<file path="src/rtl/hop3_pkg.sv">
package hop3_pkg;

  typedef enum logic [1:0] {
    H_IDLE      = 2'd0,
    H_SNOOP     = 2'd1,
    H_WAIT_MEM  = 2'd2,
    H_WAIT_DONE = 2'd3
  } home_st_e;

  localparam int unsigned MAX_NODES = 32;

  // Population count of a node vector, zero-extended to MAX_NODES bits.
  function automatic int unsigned count_bits(input logic [MAX_NODES-1:0] v);
    int unsigned n;
    n = 0;
    for (int i = 0; i < MAX_NODES; i++) begin
      if (v[i]) n++;
    end
    return n;
  endfunction

endpackage

</file>
<file path="src/rtl/home_engine.sv">
module home_engine
  import hop3_pkg::*;
#(
  parameter int unsigned IDW = 2,
  parameter int unsigned AW  = 16,
  parameter int unsigned DW  = 32
) (
  input  logic           clk,
  input  logic           rst_n,
  input  logic           req_valid,
  input  logic [IDW-1:0] req_node,
  input  logic [AW-1:0]  req_addr,
  input  logic           mem_rsp_valid,
  input  logic [DW-1:0]  mem_rsp_data,
  input  logic           deliver,
  output logic           req_ready,
  output logic           issue,
  output logic           busy,
  output logic [IDW-1:0] cur_node,
  output logic [AW-1:0]  cur_addr,
  output logic           fwd_valid,
  output logic [DW-1:0]  fwd_data
);

  home_st_e state;

  assign req_ready = (state == H_IDLE);
  assign issue     = (state == H_SNOOP);
  assign busy      = (state != H_IDLE);

  always_ff @(posedge clk) begin
    if (!rst_n) begin
      state     <= H_IDLE;
      cur_node  <= '0;
      cur_addr  <= '0;
      fwd_valid <= 1'b0;
      fwd_data  <= '0;
    end else begin
      fwd_valid <= 1'b0;
      case (state)
        H_IDLE: begin
          if (req_valid) begin
            cur_node <= req_node;
            cur_addr <= req_addr;
            state    <= H_SNOOP;
          end
        end
        H_SNOOP, H_WAIT_MEM: begin
          if (mem_rsp_valid) begin
            fwd_valid <= 1'b1;
            fwd_data  <= mem_rsp_data;
            state     <= H_WAIT_DONE;
          end else begin
            state <= H_WAIT_MEM;
          end
        end
        H_WAIT_DONE: begin
          if (deliver) state <= H_IDLE;
        end
        default: state <= H_IDLE;
      endcase
    end
  end

endmodule

</file>
<file path="src/rtl/snoop_fanout.sv">
module snoop_fanout #(
  parameter int unsigned NODES = 4,
  parameter int unsigned IDW   = 2
) (
  input  logic             issue,
  input  logic [IDW-1:0]   node,
  output logic [NODES-1:0] peer_mask,
  output logic [NODES-1:0] snp_valid
);

  for (genvar g = 0; g < NODES; g++) begin : g_peer
    localparam logic [IDW-1:0] ID = IDW'(g);
    assign peer_mask[g] = (node != ID);
    assign snp_valid[g] = issue & peer_mask[g];
  end

endmodule

</file>
<file path="src/rtl/resp_collector.sv">
module resp_collector
  import hop3_pkg::*;
#(
  parameter int unsigned NODES = 4,
  parameter int unsigned DW    = 32
) (
  input  logic                clk,
  input  logic                rst_n,
  input  logic                armed,
  input  logic [NODES-1:0]    expect_mask,
  input  logic [NODES-1:0]    rsp_valid,
  input  logic [NODES-1:0]    rsp_modified,
  input  logic [NODES*DW-1:0] rsp_data,
  input  logic                fwd_valid,
  input  logic [DW-1:0]       fwd_data,
  output logic                data_ready,
  output logic [DW-1:0]       data_out,
  output logic                data_from_peer
);

  localparam int unsigned CW    = $clog2(NODES + 1) + 1;
  localparam logic [CW-1:0] NEED = CW'(NODES - 1);

  logic [CW-1:0]    cnt_q, cnt_n;
  logic             mem_seen_q, mem_seen_n;
  logic [DW-1:0]    mem_q, mem_n;
  logic             dirty_q, dirty_n;
  logic [DW-1:0]    dirty_data_q, dirty_data_n;
  logic [NODES-1:0] hits;
  logic             pick;
  logic [DW-1:0]    pick_data;
  logic             fire;

  assign hits = rsp_valid & expect_mask & {NODES{armed}};

  // Lowest-index modified responder of this cycle.
  always_comb begin
    pick      = 1'b0;
    pick_data = '0;
    for (int i = NODES - 1; i >= 0; i--) begin
      if (hits[i] && rsp_modified[i]) begin
        pick      = 1'b1;
        pick_data = rsp_data[i*DW +: DW];
      end
    end
  end

  always_comb begin
    cnt_n        = cnt_q + CW'(count_bits(MAX_NODES'(hits)));
    mem_seen_n   = mem_seen_q | (armed & fwd_valid);
    mem_n        = (armed & fwd_valid) ? fwd_data : mem_q;
    dirty_n      = dirty_q | pick;
    dirty_data_n = dirty_q ? dirty_data_q : pick_data;
    fire         = armed && mem_seen_n && (cnt_n == NEED);
  end

  always_ff @(posedge clk) begin
    if (!rst_n) begin
      cnt_q          <= '0;
      mem_seen_q     <= 1'b0;
      mem_q          <= '0;
      dirty_q        <= 1'b0;
      dirty_data_q   <= '0;
      data_ready     <= 1'b0;
      data_out       <= '0;
      data_from_peer <= 1'b0;
    end else begin
      data_ready <= fire;
      if (fire) begin
        data_out       <= dirty_n ? dirty_data_n : mem_n;
        data_from_peer <= dirty_n;
      end
      if (fire || !armed) begin
        cnt_q        <= '0;
        mem_seen_q   <= 1'b0;
        dirty_q      <= 1'b0;
      end else begin
        cnt_q        <= cnt_n;
        mem_seen_q   <= mem_seen_n;
        mem_q        <= mem_n;
        dirty_q      <= dirty_n;
        dirty_data_q <= dirty_data_n;
      end
    end
  end

endmodule

</file>
<file path="src/rtl/hop3_home_ctrl.sv">
module hop3_home_ctrl #(
  parameter int unsigned NODES = 4,
  parameter int unsigned AW    = 16,
  parameter int unsigned DW    = 32,
  parameter int unsigned IDW   = (NODES > 1) ? $clog2(NODES) : 1
) (
  input  logic                clk,
  input  logic                rst_n,
  input  logic                req_valid,
  output logic                req_ready,
  input  logic [IDW-1:0]      req_node,
  input  logic [AW-1:0]       req_addr,
  output logic [NODES-1:0]    snp_valid,
  output logic [AW-1:0]       snp_addr,
  output logic                mem_rd_valid,
  output logic [AW-1:0]       mem_rd_addr,
  input  logic                mem_rsp_valid,
  input  logic [DW-1:0]       mem_rsp_data,
  output logic                fwd_valid,
  output logic [DW-1:0]       fwd_data,
  input  logic [NODES-1:0]    rsp_valid,
  input  logic [NODES-1:0]    rsp_modified,
  input  logic [NODES*DW-1:0] rsp_data,
  output logic                data_ready,
  output logic [DW-1:0]       data_out,
  output logic                data_from_peer
);

  logic             issue;
  logic             busy;
  logic [IDW-1:0]   cur_node;
  logic [AW-1:0]    cur_addr;
  logic [NODES-1:0] peer_mask;

  // Named events for the bound checker.
  logic accept_evt;
  logic deliver_evt;
  assign accept_evt  = req_valid & req_ready;
  assign deliver_evt = data_ready;

  home_engine #(.IDW(IDW), .AW(AW), .DW(DW)) u_home (
    .clk           (clk),
    .rst_n         (rst_n),
    .req_valid     (req_valid),
    .req_node      (req_node),
    .req_addr      (req_addr),
    .mem_rsp_valid (mem_rsp_valid),
    .mem_rsp_data  (mem_rsp_data),
    .deliver       (deliver_evt),
    .req_ready     (req_ready),
    .issue         (issue),
    .busy          (busy),
    .cur_node      (cur_node),
    .cur_addr      (cur_addr),
    .fwd_valid     (fwd_valid),
    .fwd_data      (fwd_data)
  );

  snoop_fanout #(.NODES(NODES), .IDW(IDW)) u_fan (
    .issue     (issue),
    .node      (cur_node),
    .peer_mask (peer_mask),
    .snp_valid (snp_valid)
  );

  assign snp_addr     = cur_addr;
  assign mem_rd_valid = issue;
  assign mem_rd_addr  = cur_addr;

  resp_collector #(.NODES(NODES), .DW(DW)) u_coll (
    .clk            (clk),
    .rst_n          (rst_n),
    .armed          (busy),
    .expect_mask    (peer_mask),
    .rsp_valid      (rsp_valid),
    .rsp_modified   (rsp_modified),
    .rsp_data       (rsp_data),
    .fwd_valid      (fwd_valid),
    .fwd_data       (fwd_data),
    .data_ready     (data_ready),
    .data_out       (data_out),
    .data_from_peer (data_from_peer)
  );

endmodule

</file>
<file path="config.mk">
export PLATFORM = sky130hd
export DESIGN_NAME = hop3_home_ctrl
export DESIGN_NICKNAME = d
export VERILOG_FILES = /design/src/rtl/hop3_pkg.sv /design/src/rtl/home_engine.sv /design/src/rtl/snoop_fanout.sv /design/src/rtl/resp_collector.sv /design/src/rtl/hop3_home_ctrl.sv
export SDC_FILE = /design/constraint.sdc
export NUM_CORES = 1
export LEC_CHECK = 0
export BUFFER_PORTS_ARGS = -buffer_cell sky130_fd_sc_hd__buf_4
export CAP_MARGIN = 20
export CORE_ASPECT_RATIO = 0.8
export CORE_MARGIN = 2
export CORE_UTILIZATION = 51
export CTS_CLUSTER_DIAMETER = 200
export DETAILED_ROUTE_END_ITERATION = 6
export PLACE_DENSITY_LB_ADDON = 0.08
export SETUP_SLACK_MARGIN = 0.05
export SLEW_MARGIN = 10
export SYNTH_ARGS = -nofsm -noshare
export SYNTH_HDL_FRONTEND = slang
export SYNTH_SLANG_ARGS = --single-unit
</file>
<file path="constraint.sdc">
create_clock -name clk -period 4.9 [get_ports clk]
set_input_delay 0.245 -clock clk [delete_from_list [all_inputs] [get_ports clk]]
set_output_delay 0.245 -clock clk [all_outputs]
set_load 0.005 [all_outputs]
</file>
Yosys cells after proc, flatten, opt, wreduce, memory -nomap -nowiden. Index checks and enable logic that the tools add are counted.

Flip-flop bits (word level): 157. Bits in writable memories: 0. Word-level logic and storage cells: 73. Input bits: 190. Bits in latches: 0. ROM bits: 0. Memories: 0. Output and inout bits: 105.

$lt $le $gt $ge: 0. Bitwise logic cells: 10. Add/sub/neg operators: 4. Divide/modulo/power cells: 0. Reductions and logical operators: 17. Multiply operators: 0. Shifts and indexed selects: 0. Muxes and demuxes: 20. Eq/ne operators: 9.

Operators with widths (count): 32-bit 2-to-1 mux (7); 4-bit bitwise AND (2); 4-bit 2-to-1 mux (2); 2-bit AND reduction (4); 1-bit 2-to-1 mux (7); 1-bit logical AND (6); 2-bit 2-to-1 mux (3); 2-bit inequality test (second input constant) (3); 2-bit case mux with 3 select lines (1); 1-bit bitwise AND (5); 4-bit by 1-bit adder with 4-bit output (second input constant) (1); 4-bit adder (1); 2-bit equality test (second input constant) (2); 4-bit by 2-bit equality test with 1-bit output (second input constant) (1); 2-bit by 1-bit inequality test with 1-bit output (second input constant) (2); 2-bit nonzero test (2); 2-bit OR reduction (2); 2-bit by 1-bit adder with 3-bit output (second input constant) (1); 1-bit by 1-bit adder with 2-bit output (second input constant) (1); 2-bit by 1-bit equality test with 1-bit output (second input constant) (1); 2-bit logical NOT (1); 1-bit bitwise OR (2); 1-bit logical NOT (1); 1-bit logical OR (1); 1-bit NOT (1).

Depth between registers and ports, before layout. Gate-level depths: netlist of run 1.

Depth in word-level cells: 15. Depth in mapped cells: 20.

Modules after synthesis. A second synthesis of run 1 with hierarchy kept.

Cells, all modules: 1046. Area, all modules: 8081.5 µm².

By module, submodules not included: resp_collector (cells each 783, area each 5980.7 µm², times used 1); home_engine (cells each 239, area each 1928.1 µm², times used 1); hop3_home_ctrl (cells each 16, area each 120.1 µm², times used 1); snoop_fanout (cells each 8, area each 52.6 µm², times used 1).

Worst setup path before layout of run 1. OpenSTA, ideal clock, no wires.

Path type: reg-to-reg. From: reg u_home.state[0]. To: reg u_coll.dirty_data_q[14]. Data arrival time: 3.696 ns. Path slack: 1.088 ns. Clock period less this slack: 3.812 ns. Cell stages (with the launch flop): 19. Path buffers: 3. Library setup time: 0.116 ns. Path through: dfxtp_1 inv_1 ha_1 buf_6 nor2b_2 and2_1 ha_1 xnor2_1 ha_1 mux2_2 inv_1 fa_1 nand2b_1 nor4_1 a21boi_1 buf_4 nor2_2 buf_2 o211a_1.

Cells in the longest elaborated chain, start to end: 13. Elaborated cells on any way between the ends: 26.

RTL lines: start: declaration (RTL line home_engine.sv:25) `home_st_e state;`; start signal: assignment (RTL line home_engine.sv:33) `state <= H_IDLE;`; start signal: assignment (RTL line home_engine.sv:45) `state <= H_SNOOP;`; start signal: assignment (RTL line home_engine.sv:52) `state <= H_WAIT_DONE;`; 2-bit nonzero test * (RTL line home_engine.sv:29) `assign busy = (state != H_IDLE);`; 4-bit bitwise AND (RTL line resp_collector.sv:34) `assign hits = rsp_valid & expect_mask & {NODES{armed}};`; 1-bit 2-to-1 mux (RTL line hop3_pkg.sv:17) `if (v[i]) n++;`; 1-bit by 1-bit adder with 2-bit output (RTL line hop3_pkg.sv:17); 2-bit 2-to-1 mux (RTL line hop3_pkg.sv:17); 2-bit by 1-bit adder with 3-bit output (RTL line hop3_pkg.sv:17); 4-bit 2-to-1 mux (RTL line hop3_pkg.sv:17); 4-bit by 1-bit adder with 4-bit output (RTL line hop3_pkg.sv:17); 4-bit 2-to-1 mux (RTL line hop3_pkg.sv:17); 4-bit adder (RTL line resp_collector.sv:49) `cnt_n = cnt_q + CW'(count_bits(MAX_NODES'(hits)));`; 4-bit by 2-bit equality test with 1-bit output (RTL line resp_collector.sv:54) `fire = armed && mem_seen_n && (cnt_n == NEED);`; 1-bit logical AND (RTL line resp_collector.sv:54); 1-bit logical OR (RTL line resp_collector.sv:73) `if (fire || !armed) begin`; end signal: assignment (RTL line resp_collector.sv:82) `dirty_data_q <= dirty_data_n;`; end: declaration (RTL line resp_collector.sv:28) `logic [DW-1:0] dirty_data_q, dirty_data_n;`.

Mark *: on every way between the ends. The rest lies on a longest branch, timed or not. A chain may end at the register's enable or synchronous reset.

Worst setup path in the final report of run 1.
From: reg u_home.state[0]. To: reg u_coll.data_out[29].

Cells in the longest elaborated chain, start to end: 12. Elaborated cells on any way between the ends: 31.

RTL lines: 2-bit nonzero test * (RTL line home_engine.sv:29); 4-bit bitwise AND (RTL line resp_collector.sv:34); 1-bit 2-to-1 mux (RTL line hop3_pkg.sv:17); 1-bit by 1-bit adder with 2-bit output (RTL line hop3_pkg.sv:17); 2-bit 2-to-1 mux (RTL line hop3_pkg.sv:17); 2-bit by 1-bit adder with 3-bit output (RTL line hop3_pkg.sv:17); 4-bit 2-to-1 mux (RTL line hop3_pkg.sv:17); 4-bit by 1-bit adder with 4-bit output (RTL line hop3_pkg.sv:17); 4-bit 2-to-1 mux (RTL line hop3_pkg.sv:17); 4-bit adder (RTL line resp_collector.sv:49); 4-bit by 2-bit equality test with 1-bit output (RTL line resp_collector.sv:54); 1-bit logical AND (RTL line resp_collector.sv:54); end signal: assignment (RTL line resp_collector.sv:70) `data_out <= dirty_n ? dirty_data_n : mem_n;`; end: declaration (RTL line resp_collector.sv:17) `output logic [DW-1:0] data_out,`.

Marked as above.

==> qor.yml, run 1 <==
power_and_ir_drop:
  ir_drop_uv: 300
  power_frac_seq: 0.334
  pwr-share-comb: 0.401
  swShare: 0.387
  total_power_w: 0.00511
  power_density_nw_per_um2: 452
  p_int_w: 0.00313
  leakage_nw: 4.99
  p_switching_w: 0.00198
  pwr-share-clk: 0.265
cts:
  cts_buffer_depth: 2
  post-cts-setup-buffer-count: 0
  cts_tree: "built"
  numCtsBuffers: 17
  h-tree-depth: 4
  cts_root_buffer: "clkbuf_16"
  clkTransAtPathRegs_ns: 0.07
  cts_resized: 0
  clock_latency_ns: 0.43
  hold_buffers: 0
  cts.sinks: 157
critical_path:
  cp.arrival_ns: 4.71
  timing.critical_path.slowest_cell_delay_ns: 0.41
  cp_top_family: "adder cells"
  worstSetupStartpointType: "flop"
  crit_required_ns: 5.22
  path_cells: "inv_1, ha_1, nor2b_2, and2_1, ha_1, xnor2_1, ha_1, mux2_2, inv_1, fa_1, nand2b_1, nor4_1, a21boi_4, buf_4, nand4_1, o2111a_1"
  crit_top_cell: "ha_1"
  r2r_start: "u_home.state[0]"
  r2r_cells: 16
  r2r-end: "u_coll.data_out[29]"
  cp_slowest_cell: "fa_1"
  r2r_slack_ns: 0.51
  crit_type: "reg2reg"
  path_buf_inv: 3
  worstPathMaxFanout: 38
  endpoint_kind: "flop"
drt:
  vias: 8795
  first_pass_iters: 6
  drc: 0
  ant_nets: 0
  drt_iter0_drc: 772
  drt-total-wl_um: 27400
  routedWlPerCell_um: 17.5
  vias_per_cell: 5.62
sta:
  tns_ns: 0
  tightest_slew_ns: 0.999
  setup_violations: 0
  fin_crit_sh: 0.896
  hold_viol_final: 0
  fmax_ghz: 0.228
  slew_headroom: 0.334
  layout_min_cycle_time_ns: 4.39
  fin_skew_ns: 0.00621
  rsz0062_at_grt: "false"
  slew_violations: 0
floorplan:
  rows: 42
  fp.dieW_um: 149
  die_y_um: 120
  core-area_um2: 16500
  start_util: 0.521
  ios: 295
  dieArea_um2: 17900
global_route:
  grt_use_total: 0.298
  grt_overflow: 0
  grt_max_degree: 89
  antenna_found_initial: 0
  grt_pass1_vias: 7806
  grt_pass1_wl_um: 42000
cells_and_area:
  syn_to_final_growth_pct: 31.3
  antenna_cells: 0
  layout_common_cells: "buf_4, nand2_1, dfxtp_1"
  fillers: 1439
  multiInputGateArea_um2: 4730
  mostFrequentLayoutCell: "buf_4"
  drive_above_1_share: 0.282
  nets: 1530
  final_cells: 1564
  seq_area_um2: 3140
placed_design:
  dp_hpwl_um: 19500
  dp.cells: 1528
  place.gp.congestion: 0.863
  portBuffers: 294
synth:
  syn-cell-area_um2: 8600
  syn_inst: 1117
  synth.avg_cell_area_um2: 7.70
  synth_edf_count: 0
  synth_cell_type_count: 55
  syn-num-nets: 1316
  synth_ff_type: "dfxtp_1"
  yosysSeqAreaShare: 0.365
  ys_warn_count: 0
  async_flop_share: 0
  ys_ff_latch: 157
min_path:
  hold_path.startpoint: "mem_rsp_valid"
  hold_class: "in2reg"
  min_to: "u_home.fwd_valid"
  whs_path_depth: 2
outcome:
  status: "finished clean"
run:
  drv_cap: 0
## Yosys cell counts, types with 2 or more instances
library cell	n	share of area
o21ai_0	63	0.037
buf_4	18	0.016
buf_2	30	0.017
nor2b_1	36	0.026
nand2b_1	3	0.0022
and4_1	2	0.0020
o221ai_1	14	0.014
nor2_1	21	0.0092
nand2_1	282	0.12
a31oi_1	14	0.010
a21boi_0	50	0.044
mux2i_1	32	0.037
inv_1	41	0.018
a22oi_1	31	0.027
ha_1	8	0.012
clkbuf_1	63	0.027
o21ai_1	20	0.012
o211a_1	17	0.020
a21boi_1	2	0.0017
nor2b_2	2	0.0020
o2111a_1	17	0.022
nand3_1	34	0.020
xnor2_1	3	0.0031
o221a_2	17	0.022
nor3_1	45	0.026
o22ai_1	3	0.0022
a21oi_1	16	0.0093
buf_6	6	0.0079
nor3b_1	14	0.012
mux2_2	2	0.0026
nand4_1	18	0.013
dfxtp_1	157	0.37
and3_1	6	0.0044
and2_1	9	0.0065
## worst register-to-register path, delay by kind of cell (launching register included)
family          cells  cell delay [ns]
fa+ha+maj           4             1.22
simple gates        5             1.06
buf+inv             3             0.56
compound gates      2             0.54
flops               1             0.36
xor+xnor            1             0.27
mux                 1             0.27
## power by group through the flow
stage	logic [W]	registers (W)	clock network, W
5_1_grt	0.00225	0.00173	0.00143
6_report	0.00205	0.00171	0.00135
4_1_cts	0.00198	0.00170	0.00137
3_5_place_dp	0.00197	0.00172	0
3_3_place_gp	0.00192	0.00172	0
2_1_floorplan	0.00139	0.00167	0
## cell families (layout without fill, tap and decap cells)
| group | Yosys count | in the layout | share of synthesized area |
|---|---|---|---|
| AOI/OAI and AO/OA | 272 | 272 | 0.230 |
| xor gates and xnor gates | 3 | 3 | 0.00306 |
| adders and majority gates | 9 | 9 | 0.0140 |
| buffers and inverters | 158 | 385 | 0.0864 |
| DFF | 157 | 157 | 0.365 |
| muxes | 34 | 34 | 0.0399 |
| and+or+nand+nor | 484 | 484 | 0.261 |
## registers in the layout, indices dropped and copies added (netlist names)
| register | cells |
|---|---|
| u_home.fwd_valid | 1 |
| u_home.state | 2 |
| u_coll.data_from_peer | 1 |
| u_home.cur_addr | 16 |
| u_coll.cnt_q | 4 |
| u_home.fwd_data | 32 |
| u_coll.data_ready | 1 |
| u_coll.dirty_data_q | 32 |
| u_coll.dirty_q | 1 |
| u_coll.mem_seen_q | 1 |
| u_coll.mem_q | 32 |
| u_home.cur_node | 2 |
| u_coll.data_out | 32 |
## routing by layer
metal | global-route usage | up-vias | wire (µm)
met1 | 0.439 | 4088 | 12700
met4 | 0.0827 | 0 | 515
met5 | 0 | - | 0
met3 | 0.0593 | 33 | 2380
li1 | - | 4303 | -
met2 | 0.440 | 371 | 11800
## area by class of cell
class	instances	area share
inverter	41	0.0136
sequential	157	0.278
multi-input combinational	802	0.419
tap	220	0.0244
clock inverter	15	0.0157
timing repair buffer	312	0.211
clock buffer	17	0.0377
## how the worst max path moves through the flow
stage | startpoint | to | slack [ns] | cells after the start
2_1_floorplan | u_home.state[0] | u_coll.dirty_data_q[14] | 1.09 | 18
3_3_place_gp | u_home.state[0] | u_coll.data_out[14] | 0.73 | 16
3_5_place_dp | u_home.state[0] | u_coll.mem_seen_q | 0.53 | 15
4_1_cts | u_home.state[0] | u_coll.mem_seen_q | 0.52 | 15
5_1_grt | u_home.state[0] | u_coll.data_out[22] | 0.25 | 16
6_report | u_home.state[0] | u_coll.data_out[29] | 0.51 | 16
## metrics by stage
| step | util | hold slack, ns | instance area, µm² | setup WS, ns |
|---|---|---|---|---|
| after global placement | 0.643 | 0.440 | 10600 | 0.728 |
| after CTS | 0.681 | 0.0493 | 11200 | 0.524 |
| final | 0.685 | 0.0642 | 11300 | 0.508 |
| after floorplan | - | 0.390 | 8600 | 1.09 |
| after global routing | 0.685 | 0.0615 | 11300 | 0.247 |
| after detailed placement | 0.644 | 0.446 | 10600 | 0.531 |
(Power assumes the default switching activity.)
==> inputs of run 2 (changes only) <==
--- a/config.mk
+++ b/config.mk
@@ -7,7 +7,7 @@
 export LEC_CHECK = 0
 export BUFFER_PORTS_ARGS = -buffer_cell sky130_fd_sc_hd__buf_4
 export CAP_MARGIN = 20
-export CORE_ASPECT_RATIO = 0.8
+export CORE_ASPECT_RATIO = 1.75
 export CORE_MARGIN = 2
 export CORE_UTILIZATION = 51
 export CTS_CLUSTER_DIAMETER = 200
==> run 2 against run 1 <==
Setup slack lost 0.068 ns; die area grew 0.19%; global-route usage fell by 2.2 points; clock power about the same; critical path depth is the same; hold slack improved by 0.012 ns; sequential cell count unchanged; core utilization is 0.56 points higher; maximum frequency shrank 1.5%; cell area up 0.48%; register-to-register slack worse by 0.07 ns; sequential power is essentially flat; critical endpoint is now u_coll.data_out[30].
==> qor.yml, run 2 (synthesis gave the netlist of run 1 again) <==
sta:
  tns_ns: 0
  slew_headroom: 0.326
  fin_skew_ns: 0.0108
  tightest_slew_ns: 1.01
  fin_crit_sh: 0.910
  setup_violations: 0
  slew_violations: 0
  hold_viol_final: 0
  worst_slack_ns: 0.439
  fmax_ghz: 0.224
  layout_min_cycle_time_ns: 4.46
  rsz0062_at_grt: "false"
cts:
  cts.sinks: 157
  cts_tree: "built"
  clkTransAtPathRegs_ns: 0.06
  cts_root_buffer: "clkbuf_16"
  h-tree-depth: 4
  hold_buffers: 0
  clock_latency_ns: 0.43
  cts_resized: 0
  cts_buffer_depth: 2
  post-cts-setup-buffer-count: 0
  numCtsBuffers: 17
run:
  drv_cap: 0
floorplan:
  fp.dieW_um: 102
  start_util: 0.523
  die_y_um: 176
  dieArea_um2: 18000
  rows: 62
  ios: 295
  core-area_um2: 16400
power_and_ir_drop:
  leakage_nw: 5.00
  power_density_nw_per_um2: 450
  ir_drop_uv: 335
placed_design:
  place.gp.congestion: 0.825
  pre_cts_slack_ns: 0.384
  dpl_cell_area_um2: 10700
  dp_hpwl_um: 18100
  portBuffers: 294
min_path:
  hold_class: "in2reg"
critical_path:
  path_cells: "inv_1, ha_1, nor2b_2, and2_1, ha_1, xnor2_1, ha_1, mux2_2, inv_1, fa_1, nand2b_1, nor4_1, a21boi_4, buf_6, nand4_1, o2111a_1"
  timing.critical_path.slowest_cell_delay_ns: 0.41
  crit_top_cell: "ha_1"
  cp_top_family: "adder cells"
  crit_type: "reg2reg"
  worstSetupStartpointType: "flop"
  cp.arrival_ns: 4.77
  endpoint_kind: "flop"
  worstPathMaxFanout: 37
  path_buf_inv: 3
  cp_slowest_cell: "fa_1"
  crit_required_ns: 5.21
global_route:
  grt_max_degree: 99
  grt_pass1_wl_um: 40000
  grt_use_total: 0.275
  antenna_found_initial: 0
  grt_overflow: 0
  grt_pass1_vias: 7990
cells_and_area:
  multiInputGateArea_um2: 4730
  layout_common_cells: "buf_4, nand2_1, dfxtp_1"
  nets: 1529
  design_area_um2: 11300
  fillers: 1422
  syn_to_final_growth_pct: 32.0
  mostFrequentLayoutCell: "buf_4"
  drive_above_1_share: 0.280
  seq_area_um2: 3140
  antenna_cells: 0
drt:
  drt_iter0_drc: 446
  ant_nets: 0
  drc: 0
  vias: 8644
  drt-total-wl_um: 25500
  routedWlPerCell_um: 16.3
  first_pass_iters: 5
  vias_per_cell: 5.52
outcome:
  status: "finished clean"
==> run 2: area by class of cell <==
cell class | instances | area share
multi-input cells | 802 | 0.417
well taps | 224 | 0.0247
clock buffers | 21 | 0.0406
inverters | 41 | 0.0136
clock inverters | 11 | 0.0139
flip-flops and latches | 157 | 0.277
repair buffers | 311 | 0.213
==> run 2: power breakdown <==
part	switching [W]	internal, W
combinational	0.00114	0.000882
sequential	0.000193	0.00151
clock	0.000543	0.000837
==> run 2: per-layer routing <==
metal | part of all wire | GRT usage
met1 | 0.42 | 0.346
met2 | 0.49 | 0.471
met5 | 0 | 0
met4 | 0.018 | 0.0778
met3 | 0.069 | 0.0569
==> run 2: stage by stage <==
stage | util | cells | hold WS [ns] | total power, W
final | 0.690 | 1567 | 0.0759 | 0.00511
after global routing | 0.690 | 1567 | 0.0736 | 0.00543
after CTS | 0.687 | 1565 | 0.0661 | 0.00507
after detailed placement | 0.649 | 1533 | 0.440 | 0.00370
after global placement | 0.646 | 1531 | 0.436 | 0.00360
after floorplan | - | 1117 | 0.390 | 0.00306
==> run 2: worst paths after layout <==
kind / to / depth (start not counted) / slack, ns / start
max: u_coll.data_out[30] / 16 / 0.44 / u_home.state[1]
min: u_home.fwd_valid / 2 / 0.08 / mem_rsp_valid
max reg2reg: u_coll.data_out[30] / 16 / 0.44 / u_home.state[1]
min reg2reg: u_coll.mem_q[30] / 2 / 0.45 / u_coll.mem_q[30]
